`config.mk`:
```
export PLATFORM = sky130hd
export DESIGN_NAME = seg_queue_ptr_mgr
export DESIGN_NICKNAME = d
export VERILOG_FILES = /design/src/rtl/seg_q_pkg.sv /design/src/rtl/sq_slot.sv /design/src/rtl/sq_req_gate.sv /design/src/rtl/sq_resp_reg.sv /design/src/rtl/seg_queue_ptr_mgr.sv
export SDC_FILE = /design/constraint.sdc
export NUM_CORES = 2
export LEC_CHECK = 0
export ABC_AREA = 0
export BUFFER_PORTS_ARGS = -buffer_cell sky130_fd_sc_hd__buf_2
export CAP_MARGIN = 40
export CORE_UTILIZATION = 49
export CTS_BUF_LIST = sky130_fd_sc_hd__clkbuf_4 sky130_fd_sc_hd__clkbuf_8
export CTS_CLUSTER_DIAMETER = 80
export CTS_CLUSTER_SIZE = 20
export DETAILED_ROUTE_END_ITERATION = 16
export PLACE_DENSITY = 0.66
export RECOVER_POWER = 100
export SYNTH_ARGS = -nofsm -noshare
export SYNTH_HDL_FRONTEND = slang
export SYNTH_SLANG_ARGS = --single-unit
```
`constraint.sdc`:
```
create_clock -name clk -period 15.65 [get_ports clk]
set_input_delay 0 -clock clk [delete_from_list [all_inputs] [get_ports clk]]
set_output_delay 0 -clock clk [all_outputs]
set_load 0.05 [all_outputs]
```
`src/rtl/seg_q_pkg.sv`:
```
package seg_q_pkg;
  localparam int OFF_W   = 5;
  localparam int CHUNK_W = 5;
  localparam int REG_W   = 5;
  localparam int LOC_W   = CHUNK_W + OFF_W;
  localparam int ADDR_W  = REG_W + LOC_W;
  localparam int CNT_W   = LOC_W + 1;
  localparam int CFG_W   = 64;
  localparam int EN_BIT  = 63;

  typedef struct packed {
    logic               en;
    logic [REG_W-1:0]   region;
    logic [CHUNK_W-1:0] last;
    logic [CHUNK_W-1:0] first;
  } q_cfg_t;

  // a region with last below first is kept disabled
  function automatic q_cfg_t unpack_cfg(input logic [CFG_W-1:0] w);
    q_cfg_t c;
    c.first  = w[CHUNK_W-1:0];
    c.last   = w[2*CHUNK_W-1:CHUNK_W];
    c.region = w[2*CHUNK_W+REG_W-1:2*CHUNK_W];
    c.en     = w[EN_BIT] && (c.last >= c.first);
    return c;
  endfunction

  function automatic logic [LOC_W-1:0] step_ptr(input logic [LOC_W-1:0] p,
                                                input q_cfg_t c);
    if (p == {c.last, {OFF_W{1'b1}}})
      return {c.first, {OFF_W{1'b0}}};
    return p + 1'b1;
  endfunction

  function automatic logic [CNT_W-1:0] room(input q_cfg_t c);
    logic [CNT_W-1:0] n;
    n = CNT_W'(c.last) - CNT_W'(c.first) + 1'b1;
    return n << OFF_W;
  endfunction
endpackage

```
`src/rtl/sq_slot.sv`:
```
module sq_slot
  import seg_q_pkg::*;
(
  input  logic             clk,
  input  logic             rst,
  input  logic             cfg_wr,
  input  logic [CFG_W-1:0] cfg_word,
  input  logic             push_go,
  input  logic             pop_go,
  output logic             en,
  output logic [ADDR_W-1:0] head_addr,
  output logic [ADDR_W-1:0] tail_addr,
  output logic             empty,
  output logic             full
);
  q_cfg_t           cfg_q;
  q_cfg_t           cfg_new;
  logic [LOC_W-1:0] head_q, tail_q;
  logic [CNT_W-1:0] cnt_q, cnt_nxt;

  assign cfg_new = unpack_cfg(cfg_word);

  always_comb begin
    unique case ({push_go, pop_go})
      2'b10:   cnt_nxt = cnt_q + 1'b1;
      2'b01:   cnt_nxt = cnt_q - 1'b1;
      default: cnt_nxt = cnt_q;
    endcase
  end

  always_ff @(posedge clk) begin
    if (rst) begin
      cfg_q  <= '0;
      head_q <= '0;
      tail_q <= '0;
      cnt_q  <= '0;
      empty  <= 1'b1;
      full   <= 1'b0;
    end else if (cfg_wr) begin
      cfg_q  <= cfg_new;
      head_q <= {cfg_new.first, {OFF_W{1'b0}}};
      tail_q <= {cfg_new.first, {OFF_W{1'b0}}};
      cnt_q  <= '0;
      empty  <= 1'b1;
      full   <= 1'b0;
    end else begin
      if (push_go) tail_q <= step_ptr(tail_q, cfg_q);
      if (pop_go)  head_q <= step_ptr(head_q, cfg_q);
      cnt_q <= cnt_nxt;
      empty <= (cnt_nxt == '0);
      full  <= cfg_q.en && (cnt_nxt == room(cfg_q));
    end
  end

  assign en        = cfg_q.en;
  assign head_addr = {cfg_q.region, head_q};
  assign tail_addr = {cfg_q.region, tail_q};
endmodule

```
`src/rtl/sq_req_gate.sv`:
```
module sq_req_gate #(
  parameter int NUM_Q = 16,
  localparam int QID_W = $clog2(NUM_Q)
)(
  input  logic             cfg_we,
  input  logic [QID_W-1:0] cfg_qid,
  input  logic             push_vld,
  input  logic [QID_W-1:0] push_qid,
  input  logic             pop_vld,
  input  logic [QID_W-1:0] pop_qid,
  input  logic [NUM_Q-1:0] en_vec,
  input  logic [NUM_Q-1:0] empty_vec,
  input  logic [NUM_Q-1:0] full_vec,
  output logic [NUM_Q-1:0] push_go,
  output logic [NUM_Q-1:0] pop_go,
  output logic             push_acc,
  output logic             pop_acc
);
  always_comb begin
    push_go  = '0;
    pop_go   = '0;
    push_acc = push_vld && en_vec[push_qid] && !full_vec[push_qid] &&
               !(cfg_we && (cfg_qid == push_qid));
    pop_acc  = pop_vld && en_vec[pop_qid] && !empty_vec[pop_qid] &&
               !(cfg_we && (cfg_qid == pop_qid));
    if (push_acc) push_go[push_qid] = 1'b1;
    if (pop_acc)  pop_go[pop_qid]   = 1'b1;
  end
endmodule

```
`src/rtl/sq_resp_reg.sv`:
```
module sq_resp_reg
  import seg_q_pkg::*;
(
  input  logic              clk,
  input  logic              rst,
  input  logic              vld,
  input  logic              acc,
  input  logic [ADDR_W-1:0] addr_in,
  output logic              ok,
  output logic              err,
  output logic [ADDR_W-1:0] addr
);
  always_ff @(posedge clk) begin
    if (rst) begin
      ok   <= 1'b0;
      err  <= 1'b0;
      addr <= '0;
    end else begin
      ok   <= acc;
      err  <= vld && !acc;
      addr <= acc ? addr_in : '0;
    end
  end
endmodule

```
`src/rtl/seg_queue_ptr_mgr.sv`:
```
module seg_queue_ptr_mgr
  import seg_q_pkg::*;
#(
  parameter int NUM_Q = 16,
  localparam int QID_W = $clog2(NUM_Q)
)(
  input  logic              clk,
  input  logic              rst,
  input  logic              cfg_we,
  input  logic [QID_W-1:0]  cfg_qid,
  input  logic [63:0]       cfg_data,
  input  logic              push_vld,
  input  logic [QID_W-1:0]  push_qid,
  input  logic              pop_vld,
  input  logic [QID_W-1:0]  pop_qid,
  output logic              push_ok,
  output logic              push_err,
  output logic [14:0]       push_addr,
  output logic              pop_ok,
  output logic              pop_err,
  output logic [14:0]       pop_addr,
  output logic [NUM_Q-1:0]  empty_vec,
  output logic [NUM_Q-1:0]  full_vec
);
  logic [NUM_Q-1:0]  en_vec, push_go, pop_go;
  logic [ADDR_W-1:0] head_a [NUM_Q];
  logic [ADDR_W-1:0] tail_a [NUM_Q];
  logic              push_acc, pop_acc;

  for (genvar q = 0; q < NUM_Q; q++) begin : g_slot
    sq_slot u_slot (
      .clk      (clk),
      .rst      (rst),
      .cfg_wr   (cfg_we && (cfg_qid == QID_W'(q))),
      .cfg_word (cfg_data),
      .push_go  (push_go[q]),
      .pop_go   (pop_go[q]),
      .en       (en_vec[q]),
      .head_addr(head_a[q]),
      .tail_addr(tail_a[q]),
      .empty    (empty_vec[q]),
      .full     (full_vec[q])
    );
  end

  sq_req_gate #(.NUM_Q(NUM_Q)) u_gate (
    .cfg_we   (cfg_we),
    .cfg_qid  (cfg_qid),
    .push_vld (push_vld),
    .push_qid (push_qid),
    .pop_vld  (pop_vld),
    .pop_qid  (pop_qid),
    .en_vec   (en_vec),
    .empty_vec(empty_vec),
    .full_vec (full_vec),
    .push_go  (push_go),
    .pop_go   (pop_go),
    .push_acc (push_acc),
    .pop_acc  (pop_acc)
  );

  sq_resp_reg u_push_resp (
    .clk(clk), .rst(rst), .vld(push_vld), .acc(push_acc),
    .addr_in(tail_a[push_qid]), .ok(push_ok), .err(push_err), .addr(push_addr)
  );

  sq_resp_reg u_pop_resp (
    .clk(clk), .rst(rst), .vld(pop_vld), .acc(pop_acc),
    .addr_in(head_a[pop_qid]), .ok(pop_ok), .err(pop_err), .addr(pop_addr)
  );
endmodule

```
After elaboration in Yosys (flattened, before gate mapping). Index checks and enable logic that the tools add are counted.

Output and inout port bits: 66. Bits in read-only memories: 0. Word-level logic and storage cells: 796. Memories: 0. Input port bits: 81. Flip-flop bits (word level): 818. RAM bits: 0. Latch bits: 0.

$mul: 0. $add $sub $neg: 96. Equal/unequal tests: 97. Shift-type cells: 0. Reduce and logical (&&, ||, !) cells: 118. Div/mod/pow operators: 0. Bitwise logic cells: 4. Magnitude comparators: 7. Muxes and demuxes: 292.

Operator list (number): 10-bit two-way mux (128); 11-bit case mux with 2 select lines (16); 10-bit by 1-bit adder with 10-bit output, second input constant (32); 10-bit equality test (32); 11-bit by 1-bit adder with 11-bit output, second input constant (16); 11-bit equality test (16); 11-bit zero test (16); 11-bit by 1-bit subtractor with 11-bit output, second input constant (16); 1-bit two-way mux (134); 15-bit binary-select mux with 4-bit select (2); 6-bit by 1-bit adder with 6-bit output, second input constant (16); 5-bit by 5-bit subtractor with 6-bit output (16); 2-bit nonzero test (32); 15-bit two-way mux (4); 1-bit logical AND (45); 2-bit OR reduction (18); 2-bit by 1-bit equality test with 1-bit output, second input constant (16); 2-bit equality test, second input constant (16); 4-bit equality test, second input constant (8); 16-bit two-way mux (2); 1-bit binary-select mux with 4-bit select (4); 4-bit by 3-bit equality test with 1-bit output, second input constant (4); 5-bit greater-or-equal comparator, second input constant (2); 4-bit by 5-bit < comparator with 1-bit output, second input constant (2); other kinds (10) (21).

Logic depth before layout (Yosys ltp).
Depth after elaboration: 12. Depth in mapped cells: 24. Mapped depth without buffers: 17.

Hierarchy. Synthesis repeated with hierarchy kept, for this count alone.

Cell total of the unflattened synthesis: 7769. Area total of the unflattened synthesis: 64479.3 um2.

By module, submodules not included: sq_slot (g_slot[0].u_slot ...) (times used 9, cells an instance 464, sequential area each 980.9 um2, area each 3709.8 um2); sq_slot (g_slot[6].u_slot ...) (times used 4, cells an instance 444, sequential area each 980.9 um2, area each 3633.5 um2); seg_queue_ptr_mgr (times used 1, cells an instance 279, sequential area each 0.0 um2, area each 3768.6 um2); sq_slot (g_slot[5].u_slot) (times used 1, cells an instance 451, sequential area each 980.9 um2, area each 3659.8 um2); sq_slot (g_slot[11].u_slot) (times used 1, cells an instance 461, sequential area each 980.9 um2, area each 3657.3 um2); sq_slot (g_slot[12].u_slot) (times used 1, cells an instance 435, sequential area each 980.9 um2, area each 3467.1 um2); sq_resp_reg (times used 2, cells an instance 36, sequential area each 340.3 um2, area each 514.2 um2); sq_req_gate (times used 1, cells an instance 119, sequential area each 0.0 um2, area each 975.9 um2).

Least setup slack after synthesis. OpenSTA, ideal clock, no wires.

Path kind: reg2reg. Start: register g_slot[3].u_slot.cfg_q, in the netlist g_slot[3].u_slot.en. End: register g_slot[8].u_slot.empty. Slack: 10230 ps. Cell stages (with the launch flop): 23. Arrival time: 5346 ps. Data required time: 15576 ps. Library setup time: 74 ps. Clock period less this slack: 5420 ps. Path buffers: 5. Path through: dfxtp_1 > mux4_2 > and2_0 > a31oi_1 > nor3_1 > and2_1 > clkbuf_1 > inv_1 > clkbuf_1 > ha_1 > buf_2 > clkbuf_1 > buf_1 > xor2_1 > ha_1 > or3b_2 > a21o_1 > nand2_1 > nand4b_1 > a2111o_1 > a31o_2 > or3b_2 > o21ai_0.

Longest elaborated chain between the ends: 9. Elaborated cells between the ends (all ways): 16. Classes of those cells: eq/ne (2); mux (7); reduce/logical (7).

RTL lines: start, declared (RTL line sq_slot.sv:16) `q_cfg_t cfg_q;`; start signal, assigned (RTL line sq_slot.sv:40) `cfg_q <= cfg_new;`; 1-bit binary-select mux with 4-bit select (on tied branches) (RTL line sq_req_gate.sv:24, sq_req_gate.sv:22); 1-bit two-way mux (on tied branches) (RTL line sq_req_gate.sv:24, sq_req_gate.sv:22); 1-bit logical AND (on tied branches) (3 in series) (RTL line sq_req_gate.sv:24, sq_req_gate.sv:22); 16-bit two-way mux (on tied branches) (RTL line sq_req_gate.sv:27, sq_req_gate.sv:26); 2-bit by 1-bit equality test with 1-bit output or 2-bit equality test (tied branches) (RTL line sq_slot.sv:24) `unique case ({push_go, pop_go})`; 11-bit case mux with 2 select lines (*) (RTL line sq_slot.sv:24); 11-bit zero test (*) (RTL line sq_slot.sv:50) `empty <= (cnt_nxt == '0);`; end signal, assigned (RTL line sq_slot.sv:50); end, declared (RTL line sq_slot.sv:13) `output logic empty,`.

Mark *: on every way between the ends. The rest lies on a longest branch, timed or not. The select of a mux whose other input is x is not followed. A chain may end at the register's enable or synchronous reset.

Final worst setup path.
Start: input port push_qid[0]. End: register g_slot[5].u_slot.empty.

Longest elaborated chain between the ends: 9. Elaborated cells between the ends (all ways): 21. Classes of those cells: order compare (2); eq/ne (3); mux (8); reduce/logical (8).

RTL lines: start, declared (RTL line seg_queue_ptr_mgr.sv:13) `input logic [QID_W-1:0] push_qid,`; parallel branches: the longest is 5 deep, another holds 4-bit by 5-bit < comparator with 1-bit output; 16-bit two-way mux (*) (RTL line sq_req_gate.sv:26) `if (push_acc) push_go[push_qid] = 1'b1;`; 2-bit by 1-bit equality test with 1-bit output or 2-bit equality test (tied branches) (RTL line sq_slot.sv:24); 11-bit case mux with 2 select lines (*) (RTL line sq_slot.sv:24); 11-bit zero test (*) (RTL line sq_slot.sv:50); end signal, assigned (RTL line sq_slot.sv:50); end, declared (RTL line sq_slot.sv:13).

Mark *: on every way between the ends. The select of a mux whose other input is x is not followed.

==> results by group <==
Placed design
  • Routability Congestion: 1.002
  • Area post-placement: 0.05745 mm^2
  • Detailed placer's ending HPWL: 132300 um
  • Port buffer count: 98

Logic synthesis
  • Register area share after synthesis: 29.04%
  • Count leader, synth: nand2_1
  • Number of synthesized register bits: 818
  • Top post-synthesis cells by count: 867 x nand2_1, 818 x dfxtp_1, 726 x a21oi_1, 617 x nor2_1, 455 x clkbuf_1
  • Top cells by area, synth: dfxtp_1 29%, a21oi_1 6.4%, mux4_2 6.4%
  • Cell taking the most area after synthesis: dfxtp_1
  • Area share of the largest cell type after synthesis: 29.04%
  • Netlist Area Pre-Place: 0.05638 mm^2
  • Synth Flop Type: dfxtp_1
  • Syn avg cell area: 7.846 um^2
  • Synth async-reset ratio: 0%
  • Post-synth EDFFs: 0
  • Number of synthesis warnings: 0
  • Syn Inst Count: 7186
  • Post-synth cell types: 90
  • Syn_nets: 7528

Drt
  • DR DRC count: 0
  • Vias: 52810
  • DRT antenna net count: 0
  • Final Routed Wirelength: 182800 um
  • Pre-antenna DRT Iters: 8
  • Drt first-iter violations: 5988
  • Per-cell routed wire length: 21.57 um
  • Vias per cell: 6.234

Clock network
  • Post-CTS resize count: 0
  • CTS sink cnt: 818
  • Worst-path clk slew: 0.12 ns
  • Clk Latency, worst-skew pair: 0.84 ns
  • H-tree levels: 2
  • Max clock buf depth: 3
  • Postcts setup bufs: 0
  • Root buffer cell: clkbuf_8
  • Hold buffers post-CTS: 39
  • TritonCTS clock tree: yes
  • Num CTS Buffers: 56

Hold path
  • Hold Crit Class: in -> reg

Global route
  • Initial antenna violation count: 19
  • Pin count of the biggest net entering global routing: 122
  • First-pass GRT wire length: 281000 um
  • Gr usage total: 30.40%
  • GRT overflow: 0
  • Vias in the first global route: 47780

Timing
  • Fin. max-slew vios: 311
  • Worst Max-Slew Pin Slew: 3.125 ns
  • RSZ-0062 raised after global routing: no
  • Clock Skew: 0.05112 ns
  • Hold Violations, Final: 0
  • Worst hold slack: 0.1252 ns
  • Setup violators final: 0
  • Setup TNS Final: 0 ns
  • Tcrit/Tclk final: 66.80%
  • Max Clk Rate: 0.09566 GHz
  • Slew margin rel.: -108.3%
  • Min Tclk post-route: 10.45 ns

Floorplan
  • Die width: 341.2 um
  • Starting Density: 49.38%
  • Area of the core: 0.1142 mm^2
  • Total I/O pin count: 147
  • Die area: 0.1164 mm^2
  • Chip height: 341.2 um
  • Rows: 124

Critical path
  • Most common cell on crit path: clkbuf_1
  • CP Launch Type: input port
  • CP max stage delay: 2.19 ns
  • CP bufs+invs: 6
  • Slowest-stage cell, CP: clkbuf_1
  • Crit path kind: in -> reg
  • Crit-path cells: dlygate4sd3_1, clkbuf_1, clkbuf_1, clkbuf_1, mux4_2, nor4_1, and2_1, inv_1, ha_1, xor2_1, ha_1, nor3b_1, o21ai_0, a22oi_1, a211oi_1, a2111oi_0, clkbuf_1, nand2_1, or4_1, nand2_1
  • CP Data Required Time: 16.38 ns
  • Crit-path max FO: 36
  • CP arrival: 11.19 ns
  • Worst setup EP type: flip-flop
  • Top delay family on crit path: buffers and inverters

Pwr
  • Leakage: 20.81 nW
  • PD cells: 62.22 mW/mm^2
  • Maximum vdd ir drop: 70.38 uV

Outcome
  • Failing checks: max-capacitance violations, max-slew violations
  • Status: complete, but fails checks

Finish
  • Share of cells above drive strength 1: 5.869%
  • Synth-to-Final Area Change: 4.139%
  • Core Util, Final: 51.42%
  • Nets@finish: 7260
  • Final Instance Area: 0.05872 mm^2

Flow run
  • Max Cap Viol: 10
tightest hold or removal path: stages:
cell,delay [ns]
buf_2,0.28
nand2_1,0.34
nor3_1,0.08
o21ai_0,0.14
nand2_1,0.05
sequential cells by signal, indices dropped and copies added (netlist names):
| name | flops |
|---|---|
| u_push_resp.err | 1 |
| g_slot.u_slot.tail_q | 160 |
| u_push_resp.ok | 1 |
| g_slot.u_slot.head_q | 160 |
| g_slot.u_slot.en | 16 |
| g_slot.u_slot.cfg_q | 160 |
| u_push_resp.addr | 15 |
| g_slot.u_slot.head_addr | 80 |
| u_pop_resp.ok | 1 |
| u_pop_resp.addr | 15 |
| u_pop_resp.err | 1 |
| g_slot.u_slot.full | 16 |
| g_slot.u_slot.empty | 16 |
| g_slot.u_slot.cnt_q | 176 |
through the flow:
| stage | setup WS (ns) | cells | power, mW |
|---|---|---|---|
| finish | 5.196 | 8472 | 3.653 |
| global route | 4.327 | 8469 | 3.759 |
| CTS | 8.950 | 8463 | 3.678 |
| detailed placement | 8.707 | 8332 | 2.459 |
| global placement | 8.660 | 8311 | 2.448 |
| floorplan | 10.23 | 7186 | 2.352 |
final cells by class:
class	instances	area, um^2
inverter	317	1190
clock buffer	69	924.6
sequential	818	16380
multi-input combinational	5492	36560
clock inverter	23	264.0
timing repair buffer	233	1490
fill	11080	55470
antenna	8	20.02
tap	1512	1892
where the power goes:
group | switching (mW) | total [mW] | internal [mW]
clock network | 0.799 | 1.23 | 0.430
registers | 0.0252 | 2.12 | 2.10
logic | 0.196 | 0.301 | 0.105
total | 1.02 | 3.65 | 2.63
layout by cell type, fill, tap and decap left out, types with 92 or more instances in the layout:
master / n
nor2b_1: 92
mux4_2: 161
inv_1: 298
nand2_1: 867
dfxtp_1: 818
clkbuf_1: 112
a21oi_1: 726
nand3_1: 213
and3_1: 97
xnor2_1: 302
nand4_1: 160
nor3_1: 124
xor2_1: 264
ha_1: 245
nor2_1: 617
o21ai_0: 397
routing by layer:
metal  up-vias  GRT usage (%)  part of all wire (%)
met3       391          6.228                   9.4
met5         -              0                 0.064
li1      25070              -                     -
met4        18          14.61                   5.1
met1     25320          41.27                    42
met2      2019          45.99                    43
logic make-up after synthesis:
family                   Yosys count  share of synthesized area [%]
AND/OR/NAND/NOR                 2623                          22.59
multiplexers                     220                          7.505
buffers and inverters            876                          6.118
adder cells (fa/ha/maj)          261                          6.005
XOR/XNOR                         570                          8.952
flip-flops                       818                          29.04
AO/OA/AOI/OAI                   1818                          19.78
worst paths after layout:
check,end,slack [ns],depth (start not counted),start
max,g_slot[5].u_slot.empty$_SDFF_PP1_,5.20,20,push_qid[0]
min reg2reg,g_slot[6].u_slot.cfg_q[4]$_SDFFE_PP0P_,0.47,2,g_slot[6].u_slot.cfg_q[4]$_SDFFE_PP0P_
max reg2reg,g_slot[11].u_slot.full$_SDFF_PP0_,8.70,18,g_slot[10].u_slot.empty$_SDFF_PP1_
min,g_slot[14].u_slot.head_q[8]$_SDFFE_PP0P_,0.13,5,pop_qid[2]
No activity file was read; power rests on OpenSTA's default activity.
